===== src/rtl/spi_mem_pkg.sv =====
package spi_mem_pkg;

    localparam int BYTE_W = 8;
    localparam int ADDR_W = 11;
    localparam int HI_W   = ADDR_W - BYTE_W;
    localparam int OPC_W  = BYTE_W - HI_W;

    // Opcode prefixes (upper bits of the first byte)
    localparam logic [OPC_W-1:0] OPC_BLK_WR = 5'b00011;
    localparam logic [OPC_W-1:0] OPC_RND_WR = 5'b00001;
    localparam logic [OPC_W-1:0] OPC_BLK_RD = 5'b00111;
    localparam logic [OPC_W-1:0] OPC_RND_RD = 5'b00101;

    typedef enum logic [1:0] {
        XK_BLK_WR,
        XK_RND_WR,
        XK_BLK_RD,
        XK_RND_RD
    } xfer_kind_e;

    typedef enum logic [2:0] {
        PH_OPC,
        PH_ADDR,
        PH_WDATA,
        PH_DUMMY,
        PH_RDATA,
        PH_SINK
    } phase_e;

    typedef struct packed {
        logic       valid;
        xfer_kind_e kind;
    } opc_dec_t;

    function automatic opc_dec_t decode_opcode(input logic [OPC_W-1:0] prefix);
        opc_dec_t d;
        d.valid = 1'b1;
        d.kind  = XK_BLK_WR;
        case (prefix)
            OPC_BLK_WR: d.kind = XK_BLK_WR;
            OPC_RND_WR: d.kind = XK_RND_WR;
            OPC_BLK_RD: d.kind = XK_BLK_RD;
            OPC_RND_RD: d.kind = XK_RND_RD;
            default:    d.valid = 1'b0;
        endcase
        return d;
    endfunction

    function automatic logic kind_reads(input xfer_kind_e k);
        return (k == XK_BLK_RD) || (k == XK_RND_RD);
    endfunction

endpackage


===== src/rtl/spi_byte_link.sv =====
module spi_byte_link
    import spi_mem_pkg::*;
#(
    parameter int DW = BYTE_W
) (
    input  logic          clk,
    input  logic          rst,
    input  logic          cs_n,
    input  logic          sck,
    input  logic          mosi,
    input  logic [DW-1:0] tx_byte,
    output logic          miso,
    output logic          rx_valid,
    output logic [DW-1:0] rx_byte
);

    localparam int CW = $clog2(DW);
    localparam logic [CW-1:0] LAST_BIT = CW'(DW - 1);

    logic          sck_q;
    logic          rise_evt;
    logic          fall_evt;
    logic [CW-1:0] bit_cnt;
    logic [DW-1:0] rx_sh;
    logic [DW-1:0] tx_sh;

    assign rise_evt = sck & ~sck_q & ~cs_n;
    assign fall_evt = ~sck & sck_q & ~cs_n;
    assign miso     = tx_sh[DW-1];

    always_ff @(posedge clk) begin
        if (rst) begin
            sck_q    <= 1'b0;
            bit_cnt  <= '0;
            rx_sh    <= '0;
            tx_sh    <= '0;
            rx_valid <= 1'b0;
            rx_byte  <= '0;
        end else begin
            sck_q    <= sck;
            rx_valid <= 1'b0;
            if (cs_n) begin
                bit_cnt <= '0;
                tx_sh   <= '0;
            end else begin
                if (rise_evt) begin
                    rx_sh <= {rx_sh[DW-2:0], mosi};
                    if (bit_cnt == LAST_BIT) begin
                        bit_cnt  <= '0;
                        rx_valid <= 1'b1;
                        rx_byte  <= {rx_sh[DW-2:0], mosi};
                    end else begin
                        bit_cnt <= bit_cnt + 1'b1;
                    end
                end
                if (fall_evt) begin
                    if (bit_cnt == '0) tx_sh <= tx_byte;
                    else               tx_sh <= {tx_sh[DW-2:0], 1'b0};
                end
            end
        end
    end


    miso_hold_chk: assert property (@(posedge clk) disable iff (rst)
        (sck && sck_q && !cs_n) |=> $stable(miso));


    rx_gap_chk: assert property (@(posedge clk) disable iff (rst)
        rx_valid |=> !rx_valid);

endmodule


===== src/rtl/spi_mem_sequencer.sv =====
module spi_mem_sequencer
    import spi_mem_pkg::*;
#(
    parameter int AW = ADDR_W,
    parameter int DW = BYTE_W
) (
    input  logic          clk,
    input  logic          rst,
    input  logic          cs_n,
    input  logic          rx_valid,
    input  logic [DW-1:0] rx_byte,
    input  logic [DW-1:0] mem_rdata,
    output logic [DW-1:0] tx_byte,
    output logic [AW-1:0] mem_addr,
    output logic [DW-1:0] mem_wdata,
    output logic          mem_we,
    output logic          mem_re
);

    localparam int HW = AW - DW;

    phase_e        phase_q;
    xfer_kind_e    kind_q;
    logic [HW-1:0] hi_q;
    logic [AW-1:0] ptr_q;
    logic [DW-1:0] prefetch_q;
    logic          fetch_pend;
    logic [AW-1:0] rx_addr;
    opc_dec_t      dec;

    assign rx_addr = {hi_q, rx_byte};
    assign dec     = decode_opcode(rx_byte[DW-1:HW]);

    always_ff @(posedge clk) begin
        if (rst) begin
            phase_q    <= PH_OPC;
            kind_q     <= XK_BLK_WR;
            hi_q       <= '0;
            ptr_q      <= '0;
            prefetch_q <= '0;
            fetch_pend <= 1'b0;
            tx_byte    <= '0;
            mem_addr   <= '0;
            mem_wdata  <= '0;
            mem_we     <= 1'b0;
            mem_re     <= 1'b0;
        end else begin
            mem_we     <= 1'b0;
            mem_re     <= 1'b0;
            fetch_pend <= mem_re;
            if (fetch_pend) prefetch_q <= mem_rdata;
            if (cs_n) begin
                phase_q <= PH_OPC;
                tx_byte <= '0;
            end else if (rx_valid) begin
                case (phase_q)
                    PH_OPC: begin
                        if (dec.valid) begin
                            kind_q  <= dec.kind;
                            hi_q    <= rx_byte[HW-1:0];
                            phase_q <= PH_ADDR;
                        end else begin
                            phase_q <= PH_SINK;
                        end
                    end
                    PH_ADDR: begin
                        if (kind_reads(kind_q)) begin
                            mem_re   <= 1'b1;
                            mem_addr <= rx_addr;
                            ptr_q    <= rx_addr + 1'b1;
                            tx_byte  <= '0;
                            phase_q  <= PH_DUMMY;
                        end else begin
                            ptr_q   <= rx_addr;
                            phase_q <= PH_WDATA;
                        end
                    end
                    PH_WDATA: begin
                        mem_we    <= 1'b1;
                        mem_addr  <= ptr_q;
                        mem_wdata <= rx_byte;
                        if (kind_q == XK_BLK_WR) ptr_q   <= ptr_q + 1'b1;
                        else                     phase_q <= PH_ADDR;
                    end
                    PH_DUMMY: begin
                        tx_byte <= prefetch_q;
                        if (kind_q == XK_BLK_RD) begin
                            mem_re   <= 1'b1;
                            mem_addr <= ptr_q;
                            ptr_q    <= ptr_q + 1'b1;
                        end
                        phase_q <= PH_RDATA;
                    end
                    PH_RDATA: begin
                        if (kind_q == XK_BLK_RD) begin
                            tx_byte  <= prefetch_q;
                            mem_re   <= 1'b1;
                            mem_addr <= ptr_q;
                            ptr_q    <= ptr_q + 1'b1;
                        end else begin
                            tx_byte <= '0;
                            phase_q <= PH_ADDR;
                        end
                    end
                    default: phase_q <= PH_SINK;
                endcase
            end
        end
    end


    strobe_excl_chk: assert property (@(posedge clk) disable iff (rst)
        !(mem_we && mem_re));


    we_pulse_chk: assert property (@(posedge clk) disable iff (rst)
        mem_we |=> !mem_we);


    deselect_quiet_chk: assert property (@(posedge clk) disable iff (rst)
        cs_n |=> (!mem_we && !mem_re));


    sink_quiet_chk: assert property (@(posedge clk) disable iff (rst)
        (phase_q == PH_SINK) |-> (!mem_we && !mem_re));

endmodule


===== src/rtl/spi_mem_access.sv =====
module spi_mem_access
    import spi_mem_pkg::*;
#(
    parameter int AW = ADDR_W,
    parameter int DW = BYTE_W
) (
    input  logic          clk,
    input  logic          rst,
    input  logic          spi_cs_n,
    input  logic          spi_sck,
    input  logic          spi_mosi,
    output logic          spi_miso,
    output logic [AW-1:0] mem_addr,
    output logic [DW-1:0] mem_wdata,
    output logic          mem_we,
    output logic          mem_re,
    input  logic [DW-1:0] mem_rdata
);

    logic          rx_valid;
    logic [DW-1:0] rx_byte;
    logic [DW-1:0] tx_byte;

    spi_byte_link #(.DW(DW)) u_link (
        .clk      (clk),
        .rst      (rst),
        .cs_n     (spi_cs_n),
        .sck      (spi_sck),
        .mosi     (spi_mosi),
        .tx_byte  (tx_byte),
        .miso     (spi_miso),
        .rx_valid (rx_valid),
        .rx_byte  (rx_byte)
    );

    spi_mem_sequencer #(.AW(AW), .DW(DW)) u_seq (
        .clk       (clk),
        .rst       (rst),
        .cs_n      (spi_cs_n),
        .rx_valid  (rx_valid),
        .rx_byte   (rx_byte),
        .mem_rdata (mem_rdata),
        .tx_byte   (tx_byte),
        .mem_addr  (mem_addr),
        .mem_wdata (mem_wdata),
        .mem_we    (mem_we),
        .mem_re    (mem_re)
    );

endmodule


===== config.mk =====
export PLATFORM = sky130hd
export DESIGN_NAME = spi_mem_access
export DESIGN_NICKNAME = d
export VERILOG_FILES = /design/src/rtl/spi_mem_pkg.sv /design/src/rtl/spi_byte_link.sv /design/src/rtl/spi_mem_sequencer.sv /design/src/rtl/spi_mem_access.sv
export SDC_FILE = /design/constraint.sdc
export NUM_CORES = 1
export LEC_CHECK = 0
export BUFFER_PORTS_ARGS = -buffer_cell sky130_fd_sc_hd__buf_2
export CORE_UTILIZATION = 55
export DETAILED_ROUTE_END_ITERATION = 7
export GPL_TIMING_DRIVEN = 0
export PLACE_DENSITY = 0.75
export RECOVER_POWER = 100
export SKIP_CTS_REPAIR_TIMING = 1
export SYNTH_ARGS = -nofsm -noshare
export SYNTH_HDL_FRONTEND = slang
export SYNTH_SLANG_ARGS = --single-unit

===== constraint.sdc =====
create_clock -name clk -period 3.8 [get_ports clk]
set_input_delay 0.76 -clock clk [delete_from_list [all_inputs] [get_ports clk]]
set_output_delay 0.76 -clock clk [all_outputs]
set_load 0.03 [all_outputs]

==> reports/qor.yml, run 1 <==
power_and_ir_drop:
  p_leak_uw: 0.00154
  p_int_uw: 1250
  power_switching_uw: 351
  irDropWorstVdd_v: 0.000232
  seqPwrFrac_pct: 56.0
  power_density_nw_per_um2: 367
  power_frac_comb_pct: 3.0
  clock_power_share_pct: 41.0
  swShare_pct: 22.0
final_layout:
  num_antenna_cells: 0
  layout.nets: 523
  n_fill_cell: 640
  final_cell_mix: "85 x dfxtp_1, 59 x nor2_1, 59 x nand2_1, 55 x clkbuf_1, 44 x a21oi_1"
  area_growth_pct: 11.2
  final_common_cell: "dfxtp_1"
  multi_input_area_um2: 2000
  drive_above_1_share_pct: 8.24
  final-seq-area_um2: 1700
global_route:
  grt_pass1_wl_mm: 15.2
  grt_max_degree: 14
  grt_pass1_vias: 3090
  grtUsageTotal_pct: 26.5
  grt_antenna_before_repair: 0
  gr-total-overflow: 0
drt:
  drt_iter0_markers: 331
  drc: 0
  vias_per_cell: 5.65
  routed_wl_mm: 9.08
  firstDrtPassIters: 4
  num_vias: 3425
  routedWlPerCell_um: 15.0
  ant_nets: 0
sta:
  slew_headroom_pct: 18.7
  finalCritPeriodShare_pct: 62.7
  period_needed_ns: 2.38
  setup_slack_ns: 1.42
  rsz0062_at_grt: "no"
  max_freq_mhz: 419
  slew_violations: 0
  final.setup.tns_ns: 0
  hold_violations: 0
  worst_pin_slew_ns: 1.21
  finClkSkew_ns: 0.00931
  setup_viol: 0
clocking:
  htree_levels: 3
  clock_latency_ns: 0.36
  clockBufferDepth: 2
  numClockSinks: 85
  path_clk_slew_ns: 0.08
  cts_tree: "built"
  cts_root_buf: "clkbuf_8"
  cts_buffers: 9
floorplan:
  rows: 30
  fp.dieH_um: 86.4
  die_x_um: 86.4
  initial_core_util_pct: 57.3
  boundaryPins: 35
  coreArea_um2: 6830
  dieArea_um2: 7460
synth:
  netlist_area_um2: 3920
  synth_cell_type_count: 55
  synth-edff-count: 0
  ys_warn_count: 0
  synth_flop_cell: "dfxtp_1"
  synth_fp_nets: 479
  synth_async_sr_flop_share_pct: 0
  seq_area_frac_synth_pct: 43.5
  yosys_register_bits: 85
  synthCells: 461
  avgSynthCellArea_um2: 8.49
worst_setup_path:
  cp_slowest_cell: "o21ai_0"
  worst_ep_arrival_time_ns: 2.67
  worstPathRequired_ns: 4.09
  cp-end-kind: "flop"
  crit_top_cell: "o21ai_0"
  cp_max_fo: 10
  worstSetupStartpointType: "flop"
  path_cells: "clkbuf_1 -> a211oi_2 -> o21ai_0 -> o21ai_0 -> o22ai_1"
  crit_type: "flop to flop"
  slowest_delay_ns: 0.96
placed_design:
  numPortBuffers: 33
  dpl_worst_slack_ns: 1.45
  gp_congestion: 0.894
  dp_hpwl_mm: 6.53
min_path:
  hold_path.class: "flop to flop"
outcome:
  status: "completed"
run:
  maxCapViolCount: 0
[path summary, 6_finish.rpt]
| check | cells past startpoint | endpoint | startpoint | slack, ns |
|---|---|---|---|---|
| max | 5 | u_seq.ptr_q[5] | u_seq.phase_q[1] | 1.42 |
| min | 2 | u_link.rx_sh[5] | u_link.rx_sh[4] | 0.47 |
| max reg2reg | 5 | u_seq.ptr_q[5] | u_seq.phase_q[1] | 1.42 |
| min reg2reg | 2 | u_link.rx_sh[5] | u_link.rx_sh[4] | 0.47 |
[Yosys cell counts (3+ instances only)]
library cell | n | area (µm²)
dfxtp_1 | 85 | 1700
buf_4 | 5 | 37.5
nor2_1 | 59 | 221
nand2_1 | 59 | 221
mux2i_1 | 31 | 310
o21ai_0 | 20 | 100
nor3_1 | 8 | 40.0
nand3_1 | 7 | 35.0
inv_1 | 7 | 26.3
a22oi_1 | 10 | 75.1
ha_1 | 5 | 62.6
nand2b_1 | 4 | 25.0
a211oi_1 | 8 | 60.1
buf_2 | 6 | 30.0
clkbuf_1 | 25 | 93.8
a31oi_1 | 3 | 18.8
o211ai_1 | 4 | 30.0
xor2_1 | 8 | 70.1
nand4_1 | 4 | 25.0
a311oi_1 | 10 | 87.6
and2_1 | 4 | 25.0
a21oi_1 | 43 | 215
nor2b_1 | 5 | 31.3
[per-layer routing]
metal	share of wire (%)	up-vias	global-route usage, %
met5	0	-	0
met4	1.7	0	8.18
met3	6.2	17	7.90
met2	43	95	38.7
met1	49	1619	37.6
li1	-	1694	-
[power groups by stage]
| stage | Clock [µW] | Combinational [µW] | Sequential [µW] |
|---|---|---|---|
| after floorplan | 0 | 29.3 | 916 |
| after global placement | 0 | 46.9 | 916 |
| after detailed placement | 0 | 48.3 | 916 |
| after CTS | 665 | 48.6 | 895 |
| after global routing | 707 | 52.8 | 896 |
| final | 655 | 48.5 | 895 |
[critical path, delay by kind of cell, from the launching register on]
family | cells | cell delay (ns)
DFF | 1 | 0.42
buffers and inverters | 1 | 0.35
AOI/OAI and AO/OA | 4 | 1.53
[cell families after synthesis]
logic type      Yosys count  synth area share [%]
simple gates            170                  20.5
compound gates          115                  19.0
flops                    85                  43.5
buf+inv                  45                  5.21
mux                      31                  7.93
xor+xnor                 10                  2.24
fa+ha+maj                 5                  1.60
[sequential cells by signal, summed over array words and instances, names as in the netlist, 2 cells and up]
register and cells:
u_seq.mem_addr 11, u_seq.tx_byte 8, u_link.bit_cnt 3, u_seq.mem_wdata 8, u_seq.ptr_q 11, u_seq.kind_q 2, u_seq.hi_q 3, u_seq.prefetch_q 8
u_link.rx_sh 7, u_seq.phase_q 3, u_link.tx_sh 8, u_link.rx_byte 8
[layout make-up]
cell class | instances | area share (%)
multi-input cells | 331 | 45.9
flip-flops and latches | 85 | 39.1
plain buffers | 38 | 3.82
clock buffers | 13 | 3.65
repair buffers | 33 | 3.13
well taps | 96 | 2.76
clock inverters | 3 | 1.01
inverters | 7 | 0.604
[per-stage QoR]
stage               std cells  hold slack, ns  util (%)  power, µW  area (µm²)
floorplan                 461           0.428         -        945        3920
global placement          590           0.443      61.5        963        4200
detailed placement        590           0.454      61.5        964        4200
CTS                       606           0.470      64.5       1610        4400
global route              606           0.485      63.7       1660        4350
finish                    606           0.467      63.7       1600        4350
(Power assumes the default switching activity.)
==> run 2: changes to the inputs <==
--- a/config.mk
+++ b/config.mk
@@ -6,7 +6,7 @@
 export NUM_CORES = 1
 export LEC_CHECK = 0
 export BUFFER_PORTS_ARGS = -buffer_cell sky130_fd_sc_hd__buf_2
-export CORE_UTILIZATION = 55
+export CORE_UTILIZATION = 53
 export DETAILED_ROUTE_END_ITERATION = 7
 export GPL_TIMING_DRIVEN = 0
 export PLACE_DENSITY = 0.75
==> constraint.sdc (replaced) <==
create_clock -name clk -period 2 [get_ports clk]
set_input_delay 0.4 -clock clk [delete_from_list [all_inputs] [get_ports clk]]
set_output_delay 0.4 -clock clk [all_outputs]
set_load 0.03 [all_outputs]
==> reports/qor.yml, run 2 (same netlist as run 1, synthesis figures left out) <==
worst_setup_path:
  crit_type: "flop to flop"
  crit_buf_inv: 2  # +1
  slowest_delay_ns: 0.36  # -0.60 ns
  worstSetupStartpointType: "flop"
  worstPathRequired_ns: 2.24  # -1.85 ns
  worst_ep_arrival_time_ns: 2.12  # -0.55 ns
  cp-end-kind: "flop"
  path_cells: "buf_4 -> nor2_1 -> a21o_1 -> clkbuf_2 -> nand2_1 -> a311oi_1"
  regToRegSetupSlack_ns: 0.13  # -1.29 ns
  critPathTopFamily: "compound AO/OA/AOI/OAI gates"
  cp_slowest_cell: "dfxtp_1"
  cp_max_fo: 10  # unchanged
power_and_ir_drop:
  irDropWorstVdd_v: 0.000453  # +95%
  power_density_nw_per_um2: 716  # +95%
  finalPower_uw: 3140  # +96%
  p_leak_uw: 0.00156  # +1.2%
floorplan:
  dieArea_um2: 7730  # +3.7%
  rows: 30  # unchanged
  boundaryPins: 35  # unchanged
  coreArea_um2: 6980  # +2.2%
  initial_core_util_pct: 56.1  # -1.2 points
  fp.dieH_um: 87.9  # +1.8%
  die_x_um: 87.9  # +1.8%
sta:
  period_needed_ns: 1.87  # -0.510 ns
  hold_violations: 0  # unchanged
  final.setup.tns_ns: 0  # unchanged
  rsz0062_at_grt: "no"
  max_freq_mhz: 534  # +27%
  finalCritPeriodShare_pct: 93.7  # +31 points
  slew_violations: 0  # unchanged
  slew_headroom_pct: 59.3  # +41 points
  setup_viol: 0  # unchanged
  worst_pin_slew_ns: 0.610  # -0.596 ns
  finClkSkew_ns: 0.0153  # +0.00596 ns
placed_design:
  gp_congestion: 0.903  # +1.0%
  numPortBuffers: 33  # unchanged
  dp_hpwl_mm: 6.70  # +2.6%
  dp.cells: 590  # unchanged
  dpl-instance-area_um2: 4200  # unchanged
global_route:
  grt_antenna_before_repair: 0  # unchanged
  grt_pass1_wl_mm: 15.9  # +4.7%
  grt_max_degree: 16  # +2
  grt_pass1_vias: 3284  # +6.3%
  grtUsageTotal_pct: 26.5  # +0.045 points
  gr-total-overflow: 0  # unchanged
clocking:
  clockBufferDepth: 2  # unchanged
  numClockSinks: 85  # unchanged
  cts_tree: "built"
  cts_root_buf: "clkbuf_8"
  htree_levels: 3  # unchanged
  path_clk_slew_ns: 0.09  # about the same
  cts_buffers: 9  # unchanged
  clock_latency_ns: 0.36  # about the same
outcome:
  status: "completed"
drt:
  routedWlPerCell_um: 15.6  # +4.2%
  routed_wl_mm: 9.45  # +4.1%
  drc: 0  # unchanged
  firstDrtPassIters: 5  # +1
  drt_iter0_markers: 307  # -7.3%
  num_vias: 3482  # +1.7%
  vias_per_cell: 5.76  # +1.8%
  ant_nets: 0  # unchanged
final_layout:
  area_growth_pct: 12.0
  drive_above_1_share_pct: 9.82  # +1.6 points
  largestRegisters: "u_seq.mem_addr (11), u_seq.ptr_q (11)"
  fin_util_pct: 62.8  # -0.90 points
  final_common_cell: "dfxtp_1"
  layout.nets: 522  # -0.19%
  n_fill_cell: 655  # +2.3%
  num_antenna_cells: 0  # unchanged
  fin_area_um2: 4380  # +0.75%
  final_cell_mix: "85 x dfxtp_1, 59 x nor2_1, 59 x nand2_1, 48 x clkbuf_1, 43 x a21oi_1"
  layoutNonFillerInstCount: 605  # -0.17%
run:
  maxCapViolCount: 0  # unchanged
min_path:
  hold_path.class: "input port to flop"
==> run 2: cell types whose count changed in the layout (fill, tap and decap cells not counted) <==
cell,change
clkbuf_1,-7
buf_2,+3
clkbuf_8,-2
clkinv_4,+2
a21oi_1,-1
a21oi_2,+1
buf_4,+1
bufinv_16,+1
clkbuf_2,+1
clkinv_2,-1
inv_6,+1
o21ai_0,-1
o21ai_2,+1
==> run 2: layer usage <==
layer | GRT usage, % | vias to the layer above | wire length [µm]
met3 | 4.24 | 20 | 589
met2 | 39.8 | 135 | 4130
met1 | 38.1 | 1632 | 4530
met5 | 0 | - | 0
li1 | - | 1695 | -
met4 | 10.3 | 0 | 197
==> run 2: cell type report <==
class	count	area (µm²)	area share (%)
flip-flops and latches	85	1700	38.8
repair buffers	33	136	3.11
inverters	7	26.3	0.599
well taps	96	120	2.74
plain buffers	37	171	3.91
clock inverters	6	95.1	2.17
clock buffers	10	128	2.91
multi-input cells	331	2010	45.7
==> run 2: power by group <==
part	switching (µW)	leakage, µW	internal [µW]
Combinational	64.3	0.000765	27.1
Sequential	3.83	0.000685	1700
Clock	630	0.000111	715
Total	698	0.00156	2440
==> run 2: path summary, 6_finish.rpt <==
kind                    start             endpoint  cells after the start
max          u_seq.phase_q[1]    u_seq.mem_addr[1]                      6
min              mem_rdata[1]  u_seq.prefetch_q[1]                      3
max reg2reg  u_seq.phase_q[1]    u_seq.mem_addr[1]                      6
min reg2reg   u_link.rx_sh[1]      u_link.rx_sh[2]                      2
==> run 2: metrics by stage <==
step | setup WS [ns] | hold WS, ns
floorplan | 0.455 | 0.428
global placement | 0.0563 | 0.440
detailed placement | 0.0452 | 0.462
CTS | 0.180 | 0.270
global route | 0.0299 | 0.279
finish | 0.126 | 0.277
==> run 2: worst register-to-register path, delay by kind of cell, from the launching register on <==
family | cells | cell delay (ns)
simple gates | 2 | 0.41
buf+inv | 2 | 0.43
flops | 1 | 0.36
compound gates | 2 | 0.57
==> run 3: changes to the inputs <==
--- a/config.mk
+++ b/config.mk
@@ -6,12 +6,14 @@
 export NUM_CORES = 1
 export LEC_CHECK = 0
 export BUFFER_PORTS_ARGS = -buffer_cell sky130_fd_sc_hd__buf_2
-export CORE_UTILIZATION = 53
+export CORE_UTILIZATION = 55
+export CTS_BUF_LIST = sky130_fd_sc_hd__clkbuf_2 sky130_fd_sc_hd__clkbuf_4 sky130_fd_sc_hd__clkbuf_8
 export DETAILED_ROUTE_END_ITERATION = 7
 export GPL_TIMING_DRIVEN = 0
-export PLACE_DENSITY = 0.75
+export PLACE_DENSITY = 0.78
 export RECOVER_POWER = 100
 export SKIP_CTS_REPAIR_TIMING = 1
+export SLEW_MARGIN = 15
 export SYNTH_ARGS = -nofsm -noshare
 export SYNTH_HDL_FRONTEND = slang
 export SYNTH_SLANG_ARGS = --single-unit
==> reports/qor.yml, run 3 (same netlist as run 1, synthesis figures left out) <==
outcome:
  status: "completed"
drt:
  routedWlPerCell_um: 15.4  # -1.4%
  num_vias: 3453  # -0.83%
  drt_iter0_markers: 372  # +21%
  drc: 0  # unchanged
  firstDrtPassIters: 4  # -1
  ant_nets: 0  # unchanged
  vias_per_cell: 5.72  # -0.67%
  routed_wl_mm: 9.30  # -1.6%
final_layout:
  layout.nets: 522  # unchanged
  drive_above_1_share_pct: 10.0  # +0.22 points
  final_cell_mix: "85 x dfxtp_1, 60 x nand2_1, 59 x nor2_1, 47 x clkbuf_1, 43 x a21oi_1"
  fin_util_pct: 64.1  # +1.3 points
  layoutNonFillerInstCount: 604  # -0.17%
  final_common_cell: "dfxtp_1"
  area_growth_pct: 11.9
  num_antenna_cells: 0  # unchanged
  largestRegisters: "u_seq.mem_addr (11), u_seq.ptr_q (11)"
sta:
  period_needed_ns: 1.86  # -0.0117 ns
  finClkSkew_ns: 0.0112  # -0.00408 ns
  slew_headroom_pct: 56.9  # -2.5 points
  setup_slack_ns: 0.137  # +0.0117 ns
  setup_viol: 0  # unchanged
  hold_violations: 0  # unchanged
  final.setup.tns_ns: 0  # unchanged
  finalCritPeriodShare_pct: 93.1  # -0.58 points
  hold_ws_ns: 0.282  # +0.00577 ns
  rsz0062_at_grt: "no"
  worst_pin_slew_ns: 0.647  # +0.0371 ns
  slew_violations: 0  # unchanged
  max_freq_mhz: 537  # +0.63%
worst_setup_path:
  worstSetupStartpointType: "flop"
  path_cells: "nor2b_1 -> clkbuf_1 -> o21a_1 -> clkbuf_2 -> o21ai_1 -> a32o_1"
  slowest_delay_ns: 0.46  # +0.10 ns
  regToRegSetupSlack_ns: 0.14  # about the same
  cp-end-kind: "flop"
  crit_type: "flop to flop"
  rr_startpoint: "u_link.rx_valid"
  worst_ep_arrival_time_ns: 2.10  # -0.02 ns
  r2r-end: "u_seq.ptr_q[6]"
  worstPathRequired_ns: 2.24  # about the same
  cp_max_fo: 10  # unchanged
  cp_slowest_cell: "dfxtp_1"
  reg2reg_depth: 6  # unchanged
power_and_ir_drop:
  p_leak_uw: 0.00156  # +0.13%
  power_density_nw_per_um2: 716  # about the same
  irDropWorstVdd_v: 0.000488  # +7.7%
floorplan:
  coreArea_um2: 6830  # -2.2%
  initial_core_util_pct: 57.3  # +1.2 points
  die_x_um: 86.4  # -1.8%
  dieArea_um2: 7460  # -3.5%
  boundaryPins: 35  # unchanged
  fp.dieH_um: 86.4  # -1.8%
  rows: 30  # unchanged
clocking:
  numClockSinks: 85  # unchanged
  cts_tree: "built"
  cts_root_buf: "clkbuf_8"
  htree_levels: 3  # unchanged
  path_clk_slew_ns: 0.09  # about the same
  cts_buffers: 9  # unchanged
  clockBufferDepth: 2  # unchanged
  clock_latency_ns: 0.35  # about the same
placed_design:
  gp_congestion: 0.939  # +4.0%
  numPortBuffers: 33  # unchanged
  dpl_worst_slack_ns: -0.0214  # -0.0666 ns
  dp.cells: 590  # unchanged
  dp_hpwl_mm: 6.58  # -1.7%
min_path:
  min_path_cells: 3  # unchanged
  hold_end: "u_seq.prefetch_q[6]"
  hp-start: "mem_rdata[6]"
  hold_path.class: "input port to flop"
global_route:
  grt_pass1_vias: 3140  # -4.4%
  grt_antenna_before_repair: 0  # unchanged
  grt_pass1_wl_mm: 15.3  # -3.4%
  grt_max_degree: 15  # -1
  grtUsageTotal_pct: 26.6  # +0.051 points
  gr-total-overflow: 0  # unchanged
run:
  maxCapViolCount: 0  # unchanged
run 3: area by class of cell:
| type | instances | area, µm² |
|---|---|---|
| inverters | 7 | 26.3 |
| flip-flops and latches | 85 | 1700 |
| clock buffers | 10 | 138 |
| clock inverters | 5 | 85.1 |
| multi-input cells | 331 | 2010 |
| plain buffers | 36 | 161 |
| repair buffers | 34 | 140 |
| well taps | 96 | 120 |
| fillers | 615 | 2450 |
run 3: per-layer routing:
layer | global-route usage, % | share of wire (%) | vias to the layer above
met1 | 37.7 | 48 | 1620
met4 | 8.48 | 1.0 | 0
met3 | 4.95 | 6.2 | 9
met5 | 0 | 0 | -
met2 | 41.0 | 45 | 129
li1 | - | - | 1695
run 3: where the power goes:
part           switching, µW  total (µW)  internal, µW
sequential              3.81        1700          1700
clock                    609        1340           735
combinational           64.4        91.6          27.3
total                    677        3140          2460
run 3: metrics by stage:
stage,power [µW],instance area [µm²]
after floorplan,1800,3920
after global placement,1830,4200
after detailed placement,1830,4200
after CTS,3150,4420
after global routing,3230,4380
final,3140,4380
run 3: critical path, delay by kind of cell, from the launching register on:
family,cells,cell delay [ns]
buf+inv,2,0.55
simple gates,1,0.17
compound gates,3,0.56
flops,1,0.46
run 3: worst max-delay path by stage:
stage / start / to / slack (ns)
6_report: u_link.rx_valid / u_seq.ptr_q[6] / 0.14
5_1_grt: u_seq.phase_q[2] / u_seq.ptr_q[2] / 0.02
4_1_cts: u_link.rx_byte[3] / u_seq.hi_q[1] / 0.18
3_5_place_dp: rst / u_seq.prefetch_q[2] / -0.02
3_3_place_gp: rst / u_seq.prefetch_q[0] / 0.07
2_1_floorplan: u_seq.phase_q[0] / u_seq.ptr_q[6] / 0.46
